### src/rtl/nas_pkg.sv
package nas_pkg;
    typedef enum logic [1:0] {
        ST_IDLE = 2'd0,
        ST_COL  = 2'd1,
        ST_ROW  = 2'd2
    } seq_state_t;

    typedef struct packed {
        logic [1:0] col_n;
        logic [1:0] row_n;
    } layout_t;
endpackage

### src/rtl/nas_layout.sv
module nas_layout
    import nas_pkg::*;
(
    input  logic    large_i,
    input  logic    extra_i,
    output layout_t layout_o
);
    // Column bytes depend on page size; the extra cycle always lengthens the page index.
    always_comb begin
        layout_o.col_n = large_i ? 2'd2 : 2'd1;
        layout_o.row_n = extra_i ? 2'd3 : 2'd2;
    end
endmodule

### src/rtl/nas_byte_mux.sv
module nas_byte_mux #(
    parameter int PAGE_W = 24,
    parameter int COL_W  = 12
) (
    input  logic              seg_row_i,
    input  logic [1:0]        idx_i,
    input  logic [PAGE_W-1:0] page_i,
    input  logic [COL_W-1:0]  col_i,
    output logic [7:0]        byte_o
);
    localparam int PAGE_BYTES = (PAGE_W + 7) / 8;
    localparam int COL_BYTES  = (COL_W + 7) / 8;

    logic [PAGE_BYTES*8-1:0] page_pad;
    logic [COL_BYTES*8-1:0]  col_pad;
    logic [7:0] page_b [PAGE_BYTES];
    logic [7:0] col_b  [COL_BYTES];

    always_comb begin
        page_pad = '0;
        page_pad[PAGE_W-1:0] = page_i;
        col_pad = '0;
        col_pad[COL_W-1:0] = col_i;
    end

    for (genvar g = 0; g < PAGE_BYTES; g++) begin : g_page
        assign page_b[g] = page_pad[g*8 +: 8];
    end
    for (genvar g = 0; g < COL_BYTES; g++) begin : g_col
        assign col_b[g] = col_pad[g*8 +: 8];
    end

    always_comb begin
        byte_o = 8'h00;
        if (seg_row_i) begin
            for (int b = 0; b < PAGE_BYTES; b++)
                if (int'(idx_i) == b) byte_o = page_b[b];
        end else begin
            for (int b = 0; b < COL_BYTES; b++)
                if (int'(idx_i) == b) byte_o = col_b[b];
        end
    end
endmodule

### src/rtl/nas_ctrl.sv
module nas_ctrl
    import nas_pkg::*;
(
    input  logic       clk,
    input  logic       rst_n,
    input  logic       start_i,
    input  logic       ready_i,
    input  layout_t    layout_i,
    output logic       load_o,
    output logic       valid_o,
    output logic       last_o,
    output logic       seg_row_o,
    output logic [1:0] idx_o
);
    seq_state_t state_q, state_d;
    logic [1:0] idx_q, idx_d;
    logic       take;
    logic       col_end, row_end;

    assign take    = valid_o && ready_i;
    assign col_end = (idx_q == layout_i.col_n - 2'd1);
    assign row_end = (idx_q == layout_i.row_n - 2'd1);

    // Next-state logic
    always_comb begin
        state_d = state_q;
        idx_d   = idx_q;
        unique case (state_q)
            ST_IDLE: begin
                if (start_i) begin            // T_LAUNCH
                    state_d = ST_COL;
                    idx_d   = 2'd0;
                end
            end
            ST_COL: begin
                if (take) begin
                    if (col_end) begin        // T_TO_ROW
                        state_d = ST_ROW;
                        idx_d   = 2'd0;
                    end else begin            // T_COL_NEXT
                        idx_d = idx_q + 2'd1;
                    end
                end
            end
            ST_ROW: begin
                if (take) begin
                    if (row_end) begin        // T_FINISH
                        state_d = ST_IDLE;
                        idx_d   = 2'd0;
                    end else begin            // T_ROW_NEXT
                        idx_d = idx_q + 2'd1;
                    end
                end
            end
            default: begin
                state_d = ST_IDLE;
                idx_d   = 2'd0;
            end
        endcase
    end

    // State register
    always_ff @(posedge clk or negedge rst_n) begin
        if (!rst_n) begin
            state_q <= ST_IDLE;
            idx_q   <= 2'd0;
        end else begin
            state_q <= state_d;
            idx_q   <= idx_d;
        end
    end

    // Outputs
    always_comb begin
        load_o    = (state_q == ST_IDLE) && start_i;
        valid_o   = (state_q != ST_IDLE);
        seg_row_o = (state_q == ST_ROW);
        last_o    = (state_q == ST_ROW) && row_end;
        idx_o     = idx_q;
    end
endmodule

### src/rtl/nas_addr_seq.sv
module nas_addr_seq
    import nas_pkg::*;
#(
    parameter int PAGE_W = 24,
    parameter int COL_W  = 12
) (
    input  logic              clk,
    input  logic              rst_n,
    input  logic              start_i,
    input  logic [PAGE_W-1:0] page_i,
    input  logic [COL_W-1:0]  col_i,
    input  logic              large_i,
    input  logic              extra_i,
    input  logic              bus16_i,
    input  logic              ready_i,
    output logic              valid_o,
    output logic [7:0]        byte_o,
    output logic              last_o
);
    logic [PAGE_W-1:0] page_q;
    logic [COL_W-1:0]  col_q;
    logic              large_q, extra_q;
    logic              load, seg_row;
    logic [1:0]        idx;
    layout_t           layout;

    // Capture on accepted start; column is halved on a word-wide bus.
    always_ff @(posedge clk or negedge rst_n) begin
        if (!rst_n) begin
            page_q  <= '0;
            col_q   <= '0;
            large_q <= 1'b0;
            extra_q <= 1'b0;
        end else if (load) begin
            page_q  <= page_i;
            col_q   <= bus16_i ? (col_i >> 1) : col_i;
            large_q <= large_i;
            extra_q <= extra_i;
        end
    end

    nas_layout u_layout (
        .large_i  (large_q),
        .extra_i  (extra_q),
        .layout_o (layout)
    );

    nas_ctrl u_ctrl (
        .clk       (clk),
        .rst_n     (rst_n),
        .start_i   (start_i),
        .ready_i   (ready_i),
        .layout_i  (layout),
        .load_o    (load),
        .valid_o   (valid_o),
        .last_o    (last_o),
        .seg_row_o (seg_row),
        .idx_o     (idx)
    );

    nas_byte_mux #(.PAGE_W(PAGE_W), .COL_W(COL_W)) u_mux (
        .seg_row_i (seg_row),
        .idx_i     (idx),
        .page_i    (page_q),
        .col_i     (col_q),
        .byte_o    (byte_o)
    );
endmodule

### config.mk
export PLATFORM = sky130hd
export DESIGN_NAME = nas_addr_seq
export DESIGN_NICKNAME = d
export VERILOG_FILES = /design/src/rtl/nas_pkg.sv /design/src/rtl/nas_layout.sv /design/src/rtl/nas_byte_mux.sv /design/src/rtl/nas_ctrl.sv /design/src/rtl/nas_addr_seq.sv
export SDC_FILE = /design/constraint.sdc
export NUM_CORES = 1
export LEC_CHECK = 0
export CAP_MARGIN = 20
export CORE_MARGIN = 3
export CORE_UTILIZATION = 50
export CTS_BUF_LIST = sky130_fd_sc_hd__clkbuf_16
export CTS_CLUSTER_SIZE = 12
export DETAILED_ROUTE_END_ITERATION = 16
export PLACE_DENSITY = 0.83
export SYNTH_ARGS = -nofsm -noshare
export SYNTH_HDL_FRONTEND = slang
export SYNTH_HIERARCHICAL = 1
export SYNTH_SLANG_ARGS = --single-unit
export TNS_END_PERCENT = 30
### constraint.sdc
create_clock -name clk -period 2.29 [get_ports clk]
set_input_delay 0.5725 -clock clk [delete_from_list [all_inputs] [get_ports clk]]
set_output_delay 0.5725 -clock clk [all_outputs]
set_load 0.05 [all_outputs]
==> metrics.yaml <==
power_and_ir_drop:
  power.leakage_nw: 1.471
  p_per_area_mw_per_mm2: 1494
  peakVddDrop_mv: 0.8859
routing:
  postRouteAntennaNets: 0
  wl_per_cell_um: 17.17
  first_pass_iters: 4
  vias_per_cell: 5.502
  drtIter0Drc: 92
  vias: 1711
  drcViolationCount: 0
  drt-total-wl_um: 5341
cells_and_area:
  fillerInstances: 300
  post-route-util_pct: 73.59
  n_antenna_cell: 0
  area_growth_pct: 39.26
  final_cells: 311
  multi_input_area_mm2: 0.001264
  seq_area_mm2: 0.001052
  drive_above_1_share_pct: 32.05
  final_cell_mix: "dfrtp_1 (41), clkdlybuf4s50_1 (41), mux2_4 (31), buf_4 (17)"
  fin_nets: 305
cts:
  clkTransAtPathRegs_ps: 60
  cts_tree: "done"
  cts_buffer_depth: 2
  htree_levels: 2
  numCtsBuffers: 5
  clk_latency_ps: 280
  cts_root_buf: "clkbuf_16"
  clock-sinks: 42
job:
  drv_cap: 0
synthesis:
  ys_warn_count: 6
  syn-cell-area_mm2: 0.002349
  synth_flop_cell: "dfrtp_1"
  ys_seq_area_share_pct: 44.75
  yosys-top-cells-area: "dfrtp_1 (45%), mux2_4 (18%), mux2i_1 (6.4%), buf_6 (3.8%), a21oi_1 (3.4%)"
  synthesis.instances: 195
  postSynthAreaPerCell_um2: 12.04
  synth_nets: 242
  yosys.area.top_type: "dfrtp_1"
  synth_top_area_share_pct: 44.75
  synth-seq-cells: 42
  async_flop_share_pct: 100.0
  synthDistinctLibCells: 35
  synth_edf_count: 0
timing:
  max_slew.worst_pin.slew_ps: 578.7
  period_needed_ps: 2312
  slew_violations: 0
  rsz0062_at_grt: "true"
  fmax_ghz: 0.4326
  setup_ws_ps: -21.70
  finalCritPeriodShare_pct: 100.9
  setup_violations: 7
  hold_violations: 0
  clock_skew_ps: 3.379
  max_slew_margin_pct: 61.42
global_routing:
  grt_pass1_vias: 1771
  grt_max_degree: 51
  antenna_found_initial: 0
  grt_overflow: 0
  grt.total_usage_pct: 19.97
  grt_pass1_wl_um: 8280
placed_design:
  place_inst: 295
  place.gp.congestion: 0.7894
  hpwl_um: 3483
  place_ws_ps: -12.61
  port_buffers: 52
worst_setup_path:
  crit_required_ps: 1720
  start_kind: "flop"
  arrival_ps: 1740
  worst-path-max-fanout: 7
  critPathCaptureType: "output port"
  criticalPathCategory: "flop to output port"
floorplanning:
  die-area_mm2: 0.005555
  start_util_pct: 52.84
  rows: 24
  core_area_mm2: 0.004444
  die_x_um: 74.54
  io_pins: 53
  die_y_um: 74.54
min_path:
  hold_path.class: "primary input to asynchronous set/reset pin"
outcome:
  status: "finished with violations"
  violations: "negative setup slack"
==> stage by stage <==
| step | area, µm² | hold slack (ps) | setup TNS [ps] | total power [mW] |
|---|---|---|---|---|
| after floorplan | 2410 | 276.9 | 0 | 3.216 |
| after global placement | 3004 | 492.8 | 0 | 3.908 |
| after CTS | 3186 | 298.8 | -10.75 | 4.747 |
| final | 3271 | 285.1 | -68.40 | 4.885 |
| after global routing | 3271 | 325.4 | -536.1 | 5.144 |
| after detailed placement | 3004 | 493.7 | -12.61 | 3.975 |
==> path summary, 6_finish.rpt <==
path / from / to / slack, ps / cells after the start
max: u_ctrl/state_q[0]$_DFFE_PN0P_ / byte_o[1] / -20 / 6
min: rst_n / page_q[19]$_DFFE_PN0P_ / 290 / 1
max reg2reg: u_ctrl/state_q[0]$_DFFE_PN0P_ / u_ctrl/idx_o[0]$_DFFE_PN0P_ / 270 / 10
min reg2reg: page_q[11]$_DFFE_PN0P_ / page_q[11]$_DFFE_PN0P_ / 510 / 1
max in group asynchronous: rst_n / page_q[8]$_DFFE_PN0P_ / 1440 / 2
min in group clk: page_q[11]$_DFFE_PN0P_ / page_q[11]$_DFFE_PN0P_ / 510 / 1
==> metal layers <==
layer,vias to the layer above,share of wire [%],GRT usage [%]
met5,-,0,0
met4,0,2.8,11.26
met3,14,3.3,3.649
met2,39,52,33.56
met1,846,42,24.01
li1,812,-,-
==> final cells by class <==
class / instances / area share (%)
Clock buffer: 5 / 3.826
Clock inverter: 3 / 0.3826
Inverter: 5 / 0.5738
Multi-Input combinational cell: 133 / 38.64
Sequential cell: 42 / 32.17
Tap cell: 52 / 1.989
Timing Repair Buffer: 71 / 22.42
==> report_power, final <==
part           total, mW  internal (mW)  switching, mW
Sequential          1.38           1.11          0.268
Clock              0.661          0.393          0.268
Combinational       2.84           1.44           1.40
==> flip-flops by register name, indices dropped and copies added (netlist names) <==
| register | flops |
|---|---|
| large_q | 1 |
| u_ctrl/idx_o | 2 |
| extra_q | 1 |
| u_ctrl/state_q | 2 |
| col_q | 12 |
| page_q | 24 |
==> repair_timing <==
action,CTS,global route
hold buffers,0,0
pin swaps,0,4
gates cloned,0,0
setup buffers,2,6
gates resized for setup,8,10
setup endpoints to repair,9,9
==> logic make-up (layout without fill, tap and decap cells) <==
group                    Yosys count  count (layout)  share of synthesized area [%]
AO/OA/AOI/OAI                     38              38                          10.50
XOR/XNOR                           2               2                         0.7460
adder cells (fa/ha/maj)            4               4                          2.131
buffers and inverters             20              84                          6.393
flip-flops                        42              42                          44.75
multiplexers                      48              48                          26.69
other                              1               1                         0.1597
AND/OR/NAND/NOR                   40              40                          8.631
==> worst max-delay path, cell delays in order, from the launching register on <==
cell	delay (ps)
dfrtp_1	410
inv_2	110
ha_4	210
mux2_4	320
a22oi_2	150
nand2_1	90
buf_6	160
==> synth_stat cells, types with 2 or more instances <==
cell      instances
buf_2             3
mux2_2            4
and2b_1           3
nand3b_1          3
a22oi_1           8
o21ai_0           3
mux2i_1          15
ha_1              4
nor2b_1           5
nand3_1           2
inv_1             5
a31oi_1           4
buf_4             3
and2_1            2
nand2_1           7
nor2_1           14
buf_6             8
nand2b_1          2
dfrtp_1          42
mux2_4           28
a21oi_1          16
Power figures use the tool's default switching activity.
